File: src/rtl/npc_pkg.sv
package npc_pkg;

  typedef enum logic [3:0] {
    CF_SEQ    = 4'd0,
    CF_BEQ    = 4'd1,
    CF_BNE    = 4'd2,
    CF_BLEZ   = 4'd3,
    CF_BGTZ   = 4'd4,
    CF_BLTZ   = 4'd5,
    CF_BGEZ   = 4'd6,
    CF_BLTZL  = 4'd7,
    CF_BGEZL  = 4'd8,
    CF_JUMP   = 4'd9,
    CF_JLINK  = 4'd10,
    CF_JREG   = 4'd11
  } cf_op_e;

  localparam int unsigned OP_W = 4;

  function automatic logic is_cond_branch(input logic [OP_W-1:0] op);
    return (op >= CF_BEQ) && (op <= CF_BGEZL);
  endfunction

  function automatic logic is_link_op(input logic [OP_W-1:0] op);
    return (op == CF_BLTZL) || (op == CF_BGEZL) || (op == CF_JLINK);
  endfunction

  function automatic logic is_uncond_jump(input logic [OP_W-1:0] op);
    return (op == CF_JUMP) || (op == CF_JLINK) || (op == CF_JREG);
  endfunction

endpackage

File: src/rtl/npc_cond_eval.sv
module npc_cond_eval
  import npc_pkg::*;
#(
  parameter int unsigned XLEN = 32
) (
  input  logic [OP_W-1:0] op,
  input  logic [XLEN-1:0] a,
  input  logic [XLEN-1:0] b,
  output logic            cond_met
);

  // Individual comparison results, named so that checks can refer to them.
  logic pair_eq;
  logic a_neg;
  logic a_zero;

  function automatic logic fn_all_zero(input logic [XLEN-1:0] v);
    return ~|v;
  endfunction

  assign pair_eq = (a == b);
  assign a_neg   = a[XLEN-1];
  assign a_zero  = fn_all_zero(a);

  always_comb begin
    unique case (op)
      CF_BEQ:             cond_met = pair_eq;
      CF_BNE:             cond_met = !pair_eq;
      CF_BLEZ:            cond_met = a_neg || a_zero;
      CF_BGTZ:            cond_met = !a_neg && !a_zero;
      CF_BLTZ, CF_BLTZL:  cond_met = a_neg;
      CF_BGEZ, CF_BGEZL:  cond_met = !a_neg;
      default:            cond_met = 1'b0;
    endcase
  end

  // an equality branch is taken only for identical operands
  always_comb begin
    if (op == CF_BEQ && cond_met)
      a_r3_beq_equal: assert ($signed(a - b) == 0) else $error("R3 beq taken with unequal operands");
  end

  // signed reading of the zero compares
  always_comb begin
    if (op == CF_BGTZ && cond_met)
      a_r4_bgtz_positive: assert ($signed(a) > 0) else $error("R4 bgtz taken on non-positive value");
    if (op == CF_BLEZ && !cond_met)
      a_r4_blez_positive: assert ($signed(a) > 0) else $error("R4 blez not taken on non-positive value");
  end

endmodule

File: src/rtl/npc_target_gen.sv
module npc_target_gen #(
  parameter int unsigned XLEN = 32,
  parameter int unsigned OFFW = 16,
  parameter int unsigned JTW  = 26
) (
  input  logic [XLEN-1:0] pc,
  input  logic [OFFW-1:0] off,
  input  logic [JTW-1:0]  jfield,
  output logic [XLEN-1:0] seq_pc,
  output logic [XLEN-1:0] br_pc,
  output logic [XLEN-1:0] jmp_pc
);

  localparam int unsigned ALIGN_B = 2;
  localparam int unsigned EXT_W   = XLEN - OFFW - ALIGN_B;
  localparam int unsigned HI_W    = XLEN - JTW - ALIGN_B;
  localparam logic [XLEN-1:0] INSN_BYTES = XLEN'(4);

  function automatic logic [XLEN-1:0] fn_word_disp(input logic [OFFW-1:0] d);
    return {{EXT_W{d[OFFW-1]}}, d, {ALIGN_B{1'b0}}};
  endfunction

  function automatic logic [XLEN-1:0] fn_splice(input logic [XLEN-1:0] p,
                                                input logic [JTW-1:0]  f);
    return {p[XLEN-1 -: HI_W], f, {ALIGN_B{1'b0}}};
  endfunction

  assign seq_pc = pc + INSN_BYTES;
  assign br_pc  = seq_pc + fn_word_disp(off);
  assign jmp_pc = fn_splice(pc, jfield);

  // a direct jump target keeps the upper PC bits and is word aligned
  always_comb begin
    a_r5_jump_upper: assert (jmp_pc[XLEN-1 -: HI_W] == pc[XLEN-1 -: HI_W])
      else $error("R5 jump target lost upper pc bits");
    a_r5_jump_aligned: assert (jmp_pc[ALIGN_B-1:0] == '0)
      else $error("R5 jump target not aligned");
  end

endmodule

File: src/rtl/npc_select.sv
module npc_select
  import npc_pkg::*;
#(
  parameter int unsigned XLEN = 32
) (
  input  logic [OP_W-1:0] op,
  input  logic            cond_met,
  input  logic [XLEN-1:0] seq_pc,
  input  logic [XLEN-1:0] br_pc,
  input  logic [XLEN-1:0] jmp_pc,
  input  logic [XLEN-1:0] reg_pc,
  output logic [XLEN-1:0] next_pc,
  output logic            redirect,
  output logic            link_we,
  output logic            misalign
);

  typedef enum logic [1:0] {SRC_SEQ, SRC_BR, SRC_JMP, SRC_REG} pc_src_e;

  pc_src_e src;
  logic    br_taken;

  assign br_taken = is_cond_branch(op) && cond_met;

  always_comb begin
    if (br_taken)                              src = SRC_BR;
    else if (op == CF_JUMP || op == CF_JLINK)  src = SRC_JMP;
    else if (op == CF_JREG)                    src = SRC_REG;
    else                                       src = SRC_SEQ;
  end

  always_comb begin
    unique case (src)
      SRC_BR:  next_pc = br_pc;
      SRC_JMP: next_pc = jmp_pc;
      SRC_REG: next_pc = reg_pc;
      default: next_pc = seq_pc;
    endcase
  end

  assign redirect = (src != SRC_SEQ);
  assign link_we  = (op == CF_JLINK) || (br_taken && (op == CF_BLTZL || op == CF_BGEZL));
  assign misalign = (op == CF_JREG) && (reg_pc[1:0] != 2'b00);

  // a taken branch must leave through the branch target
  always_comb begin
    if (is_cond_branch(op) && redirect)
      a_r2_branch_target: assert (next_pc == br_pc) else $error("R2 taken branch wrong target");
    if (is_cond_branch(op) && !cond_met)
      a_r2_not_taken_seq: assert (!redirect) else $error("R2 untaken branch redirected");
  end

  // unconditional transfers always redirect
  always_comb begin
    if (is_uncond_jump(op))
      a_r10_jump_redirects: assert (redirect) else $error("R10 jump without redirect");
  end

endmodule

File: src/rtl/npc_unit.sv
module npc_unit
  import npc_pkg::*;
#(
  parameter int unsigned XLEN = 32,
  parameter int unsigned OFFW = 16,
  parameter int unsigned JTW  = 26
) (
  input  logic [OP_W-1:0] op_sel,
  input  logic [XLEN-1:0] cur_pc,
  input  logic [XLEN-1:0] src_a,
  input  logic [XLEN-1:0] src_b,
  input  logic [OFFW-1:0] br_off,
  input  logic [JTW-1:0]  jmp_field,
  output logic [XLEN-1:0] next_pc,
  output logic            redirect,
  output logic            link_we,
  output logic [XLEN-1:0] link_val,
  output logic            fetch_misalign
);

  logic            cond_met;
  logic [XLEN-1:0] seq_pc;
  logic [XLEN-1:0] br_pc;
  logic [XLEN-1:0] jmp_pc;

  npc_cond_eval #(.XLEN(XLEN)) cond_i (
    .op       (op_sel),
    .a        (src_a),
    .b        (src_b),
    .cond_met (cond_met)
  );

  npc_target_gen #(.XLEN(XLEN), .OFFW(OFFW), .JTW(JTW)) tgt_i (
    .pc     (cur_pc),
    .off    (br_off),
    .jfield (jmp_field),
    .seq_pc (seq_pc),
    .br_pc  (br_pc),
    .jmp_pc (jmp_pc)
  );

  npc_select #(.XLEN(XLEN)) sel_i (
    .op       (op_sel),
    .cond_met (cond_met),
    .seq_pc   (seq_pc),
    .br_pc    (br_pc),
    .jmp_pc   (jmp_pc),
    .reg_pc   (src_a),
    .next_pc  (next_pc),
    .redirect (redirect),
    .link_we  (link_we),
    .misalign (fetch_misalign)
  );

  assign link_val = seq_pc;

  // no redirect means the sequential address
  always_comb begin
    if (!redirect)
      a_r1_fallthrough: assert (next_pc == seq_pc) else $error("R1 fall-through address wrong");
  end

  // jump-and-link always writes the return address
  always_comb begin
    if (op_sel == CF_JLINK)
      a_r6_jal_links: assert (link_we && link_val == seq_pc) else $error("R6 jal missing link");
  end

  // a link write only accompanies a taken transfer
  always_comb begin
    if (link_we)
      a_r7_link_taken: assert (redirect) else $error("R7 link without redirect");
  end

  // misalignment flag only for register jumps
  always_comb begin
    if (fetch_misalign)
      a_r8_misalign_jr: assert (op_sel == CF_JREG && next_pc[1:0] != 2'b00)
        else $error("R8 misalign flag on wrong op");
  end

  // link writes only from linking operations
  always_comb begin
    if (link_we)
      a_r9_link_ops_only: assert (is_link_op(op_sel)) else $error("R9 link from non-link op");
  end

endmodule

File: config.mk
export PLATFORM = sky130hd
export DESIGN_NAME = npc_unit
export DESIGN_NICKNAME = d
export VERILOG_FILES = /design/src/rtl/npc_pkg.sv /design/src/rtl/npc_cond_eval.sv /design/src/rtl/npc_target_gen.sv /design/src/rtl/npc_select.sv /design/src/rtl/npc_unit.sv
export SDC_FILE = /design/constraint.sdc
export NUM_CORES = 1
export LEC_CHECK = 0
export BUFFER_PORTS_ARGS = -buffer_cell sky130_fd_sc_hd__buf_2
export CORE_MARGIN = 2
export CORE_UTILIZATION = 54
export DETAILED_ROUTE_END_ITERATION = 7
export PLACE_DENSITY_LB_ADDON = 0.08
export SLEW_MARGIN = 20
export SYNTH_ARGS = -nofsm -noshare
export SYNTH_HDL_FRONTEND = slang
export SYNTH_HIERARCHICAL = 1
export SYNTH_SLANG_ARGS = --single-unit
File: constraint.sdc
create_clock -name vclk -period 8.1
set_input_delay 1.215 -clock vclk [all_inputs]
set_output_delay 1.215 -clock vclk [all_outputs]
set_load 0.05 [all_outputs]
After elaboration in Yosys (flattened, before gate mapping)

Index checks and enable logic that the tools add are counted.
W data, S select, Z words.

Register bits: 0
Input port bits: 142
Word-level logic and storage cells: 41

Add/subtract/negate cells: 2
Magnitude comparators: 2
Eq/ne operators: 15
Multiplexer cells: 5
Reduce and logical (&&, ||, !) cells: 17

Operators by type and width:

| operator                | count |
|---|---|
| $pmux W32 S3            | 1 |
| $add A32 B3 Y32 const B | 1 |
| $add A32 B32 Y32        | 1 |
| $eq A32 B32 Y1          | 1 |
| $reduce_or A32 Y1       | 1 |
| $eq A4 B3 Y1 const B    | 4 |
| $eq A4 B4 Y1 const B    | 4 |
| $eq A4 B2 Y1 const B    | 2 |
| $mux W2                 | 3 |
| $pmux W1 S6             | 1 |
| $logic_and A1 B1 Y1     | 5 |
| $eq A2 B2 Y1 const B    | 2 |
| $eq A4 B1 Y1 const B    | 1 |
| $ge A4 B1 Y1 const B    | 1 |
| $le A4 B4 Y1 const B    | 1 |
| $logic_or A1 B1 Y1      | 4 |
| $reduce_bool A2 Y1      | 2 |
| $reduce_or A2 Y1        | 2 |
| $logic_not A1 Y1        | 3 |
| $eq A2 B1 Y1 const B    | 1 |

Longest topological paths before layout

Depth in word-level cells: 8
Depth in mapped cells: 15
Mapped depth without buffers: 14

By module

The synthesis kept the hierarchy.

By module, submodules not included:

| module         | times used | cells each | area an instance (um^2) | sequential area each (um^2) |
|---|---|---|---|---|
| npc_target_gen | 1          | 372        | 2611.3                  | 0.0 |
| npc_select     | 1          | 171        | 1277.5                  | 0.0 |
| npc_cond_eval  | 1          | 68         | 518.0                   | 0.0 |

Least setup slack after synthesis

No wires, ideal clock.

Path type: input port to output port
Start: in cur_pc[12]
End: out next_pc[31]
Arrival time: 5.275 ns
Slack: 1.610 ns
Cell stages on the path: 13
Buffers on the path: 0
Path through: nand3_1 -> or3_1 -> nor2_2 -> nand4_1 -> xnor2_1 -> ha_1 -> and4_4 -> nor2b_4 -> a221o_1 -> a221o_1 -> a211oi_2 -> xor2_1 -> a221o_1

Longest elaborated chain between the ends: 3

RTL lines:

| item               | RTL line             | source |
|---|---|---|
| start: declaration | npc_unit.sv:9        | `input logic [XLEN-1:0] cur_pc,` |
| $add A32 B3 Y32    | npc_target_gen.sv:28 | `assign seq_pc = pc + INSN_BYTES;` |
| net link_val[25]   | npc_unit.sv:17       | `output logic [XLEN-1:0] link_val,` |
| $add A32 B32 Y32   | npc_target_gen.sv:29 | `assign br_pc = seq_pc + fn_word_disp(off);` |
| net br_pc[31]      | npc_unit.sv:23       | `logic [XLEN-1:0] br_pc;` |
| $pmux W32 S3       | npc_select.sv:33     | `unique case (src)` |
| end: declaration   | npc_unit.sv:14       | `output logic [XLEN-1:0] next_pc,` |

The timed path passes the listed nets, and every way through them passes these cells.

Final worst setup path

Start: in cur_pc[12]
End: out next_pc[31]

Longest elaborated chain between the ends: 3

RTL lines:

| item             | RTL line |
|---|---|
| $add A32 B3 Y32  | npc_target_gen.sv:28 |
| $add A32 B32 Y32 | npc_target_gen.sv:29 |
| net br_pc[31]    | npc_unit.sv:23 |
| $pmux W32 S3     | npc_select.sv:33 |

The timed path passes the listed nets, and every way through them passes these cells.

==> impl_summary.md <==
Outcome
The run finished with clean final reports.

Finish
The synthesis-to-finish area growth is 16.8%. The number of fill cells is 694. The number of flip-flops and latches is 0. In the final layout, the multi-input gates occupy 3900 um2. The final layout contains 933 nets. The area taken by flip-flops and latches is 0 um2. After routing the design area is 5150 um2.

In the final layout, the share of cells above drive strength 1 is 0.307. The count of cells in the finished layout, fillers not included, comes to 857. In the finished layout, the clock tree contains a buffer count of 0. The repair_antennas step left the layout with diodes totalling 0.

STA
The transition time of the tightest slew-check pin is 0.669 ns. Setup violations remaining at the end of the flow were counted as 0. The maximum operating frequency is 160 MHz. The normalized max-slew margin is 0.554. The routed design could run at a clock period as short as 6.23 ns. The final hold slack is ~2.7 ns. The count of final hold-check violations came to 0.

The sum of negative setup slack is 0 ns. Of the available clock period, the critical path in the final layout requires 0.770. The max-slew violation count is 0. Setup repair after global routing left no endpoint under its margin.

Critical path
The critical path ends at next_pc[31]. The data required time at the worst endpoint is 6.88 ns. The kind of cell adding the most delay to the critical path is simple AND/OR/NAND/NOR gates.

The critical path depth is 15. For this design, the slowest cell found on the critical path is sky130_fd_sc_hd__or3_1. The highest net fanout along the worst path is 7.

In this design, the stage delay of the slowest critical-path cell is 0.47 ns. The worst setup path is launched from a primary input. The timing startpoint of the critical path is cur_pc[12]. The critical path goes through buf_2 -> nand3_1 -> or3_1 -> nor3_1 -> nand3_1 -> xnor2_1 -> ha_1 -> and4_4 -> nor2b_4 -> a221o_1 -> a221o_1 -> a211oi_2 -> xor2_1 -> a221o_1 -> buf_2. The critical path is of the primary input to output pin type. STA classifies the critical path endpoint as an output pin. Data arrives at the worst endpoint at 5.02 ns.

The critical path contains buffers and inverters numbering 2 combined. The library cell appearing most often on the critical path is sky130_fd_sc_hd__a221o_1.

Clock tree
The number of hold buffers added after cts is 0. Once the clock tree was built, the resizer swapped 0 gates to a different size. The count of buffers added by post-CTS timing repair for setup is 0.

Run
The tool flagged a number of max-cap violations equal to 0.

Pwr
The fraction of power consumed by sequential logic is 0. Across the VDD grid, the largest voltage drop is 0.0617 mV. Of the total power, combinational logic draws 1.000. For this design the total switching power over the nets is 0.322 mW.

The leakage power is roughly 2.4 nW. Of the total power, the share spent switching nets is 0.668. The power density of the placed cells is 93.6 nW/um2. Internal power comes to 0.160 mW. The portion of total power attributed to the clock network is 0.

Global route
The residual overflow from global routing is 0. Entering global routing, the biggest net connects 75 pins. The via count of the first global-routing pass is 5,195. The number of antenna violations at the first check in global routing is 0.

The total global-route track usage is 0.352. The first-pass GRT wire length is approximately 25,000 um.

Logic synthesis
Of the total synthesized cell area, the portion taken by full adders, half adders and majority gates is 0.0982. For this run, the number of Yosys warnings is 6. By area the synthesized netlist is led by sky130_fd_sc_hd__ha_1, sky130_fd_sc_hd__xor2_1, sky130_fd_sc_hd__a221o_1, sky130_fd_sc_hd__mux2i_1, sky130_fd_sc_hd__a21oi_1. The synthesized instance count is 611. The mean cell area of the mapped netlist is between 7 and 8 um2.

After synthesis, the most frequently instantiated cells are sky130_fd_sc_hd__a21oi_1, sky130_fd_sc_hd__xor2_1, sky130_fd_sc_hd__nand2_1, sky130_fd_sc_hd__buf_4, sky130_fd_sc_hd__nor2_1. The area share of xor/xnor cells in the synthesized design is 0.170. The post-synthesis compound-gate area fraction is 0.324.

For this run, the register share of the synthesized area comes to 0. Of all cell types, the one taking the most synthesized area is sky130_fd_sc_hd__ha_1. The simple-gate share of the synthesized area is 0.214.

Of the post-synthesis cell area, the dominant cell type holds 0.0937. By instance count, the leading cell after synthesis is sky130_fd_sc_hd__a21oi_1. The main combinational cell family by area after synthesis is compound AO/OA/AOI/OAI gates. The netlist area before placement is 4410 um2.

The number of different library cells used by synthesis comes to 64. Of the post-synthesis cell area, the part taken by muxes is 0.0772.

Placement
The final RePlAce weighted congestion is 0.946. Including well taps, the total number of placed cells is 857. The standard cell area after detailed placement is just over 5000 um2. The detailed placement HPWL is 13,500 um.

Input and output buffers added on the ports amount to roughly 210.

Route
After detailed routing, the average wire length per cell comes to 19.1 um. After detailed routing, the number of remaining DRC violations is 0. The number of routed nets with antenna violations is 0. The routed layout has 5,568 vias.

Using the TritonRoute via totals, the vias-per-cell ratio works out to 6.50. After detailed routing, the total wire length is 16,400 um. The pre-antenna-repair detailed-routing pass consisted of 5 iterations. In this run, the number of DRC markers left after iteration 0 of detailed routing was 487.

Floorplan
The initial core utilization is 0.564. The die boundary width is between 90 and 100 um. In this run the vertical extent of the chip is approximately 94 um. The number of placement rows is 32.

The die covers 8900 um2. The area of the core is 7810 um2. between 200 and 250 I/O pins were placed.

Hold path
The min-delay analysis places its worst path in the category primary input to output pin. The worst hold path begins at cur_pc[1].
## logic make-up (layout without fill, tap and decap cells)
group           after synthesis  count (layout)
buf+inv                      80             223
compound gates              199             199
xor+xnor                     84              84
fa+ha+maj                    34              34
mux                          34              34
other cells                   1               2
simple gates                179             179
## placed cells by master, fill, tap and decap left out, types with 4 or more instances in the layout
| cell type | instances |
|---|---|
| sky130_fd_sc_hd__a211oi_1 | 34 |
| sky130_fd_sc_hd__nor4_1 | 17 |
| sky130_fd_sc_hd__nand2_1 | 40 |
| sky130_fd_sc_hd__a311oi_1 | 4 |
| sky130_fd_sc_hd__o21ai_0 | 11 |
| sky130_fd_sc_hd__buf_2 | 209 |
| sky130_fd_sc_hd__a221o_1 | 35 |
| sky130_fd_sc_hd__ha_1 | 33 |
| sky130_fd_sc_hd__o21ai_1 | 10 |
| sky130_fd_sc_hd__a21oi_1 | 64 |
| sky130_fd_sc_hd__a21o_1 | 8 |
| sky130_fd_sc_hd__nor2_1 | 39 |
| sky130_fd_sc_hd__nand4_1 | 17 |
| sky130_fd_sc_hd__nand3_1 | 25 |
| sky130_fd_sc_hd__nand2b_1 | 5 |
| sky130_fd_sc_hd__xnor2_1 | 36 |
| sky130_fd_sc_hd__or3_1 | 4 |
| sky130_fd_sc_hd__buf_4 | 5 |
| sky130_fd_sc_hd__xor2_1 | 47 |
| sky130_fd_sc_hd__and3_1 | 7 |
| sky130_fd_sc_hd__nor3_1 | 8 |
| sky130_fd_sc_hd__mux2i_1 | 34 |
| sky130_fd_sc_hd__inv_1 | 8 |
## stage by stage
| stage | worst slack (ns) | utilization | power, mW |
|---|---|---|---|
| after CTS | 1.89 | 0.659 | 0.474 |
| after detailed placement | 1.90 | 0.659 | 0.472 |
| after global routing | 1.59 | 0.659 | 0.512 |
| after floorplan | 1.61 | - | 0.357 |
| final | 1.87 | 0.659 | 0.482 |
| after global placement | 1.99 | 0.659 | 0.466 |
## routing by layer
layer  wire length (um)  track usage
met1               6580        0.463
met2               7720        0.607
met3               1480       0.0279
met4                612        0.118
met5                  0            0
## how the worst min path moves through the flow
stage	depth (start not counted)	endpoint	slack, ns
floorplan	1	link_val[0]	2.60
CTS	2	link_val[1]	2.74
global placement	2	link_val[1]	2.74
global route	2	link_val[1]	2.75
finish	2	link_val[1]	2.74
detailed placement	2	link_val[1]	2.74
## power by group through the flow
stage | logic (mW) | clock network [mW] | registers [mW]
floorplan | 0.357 | 0 | 0
finish | 0.482 | 0 | 0
global route | 0.512 | 0 | 0
global placement | 0.466 | 0 | 0
CTS | 0.474 | 0 | 0
detailed placement | 0.472 | 0 | 0
## final cells by class
| type | count | area share |
|---|---|---|
| inverter | 9 | 0.00656 |
| multi-input combinational | 532 | 0.758 |
| timing repair buffer | 214 | 0.211 |
| tap | 102 | 0.0248 |
(Power assumes the default switching activity.)
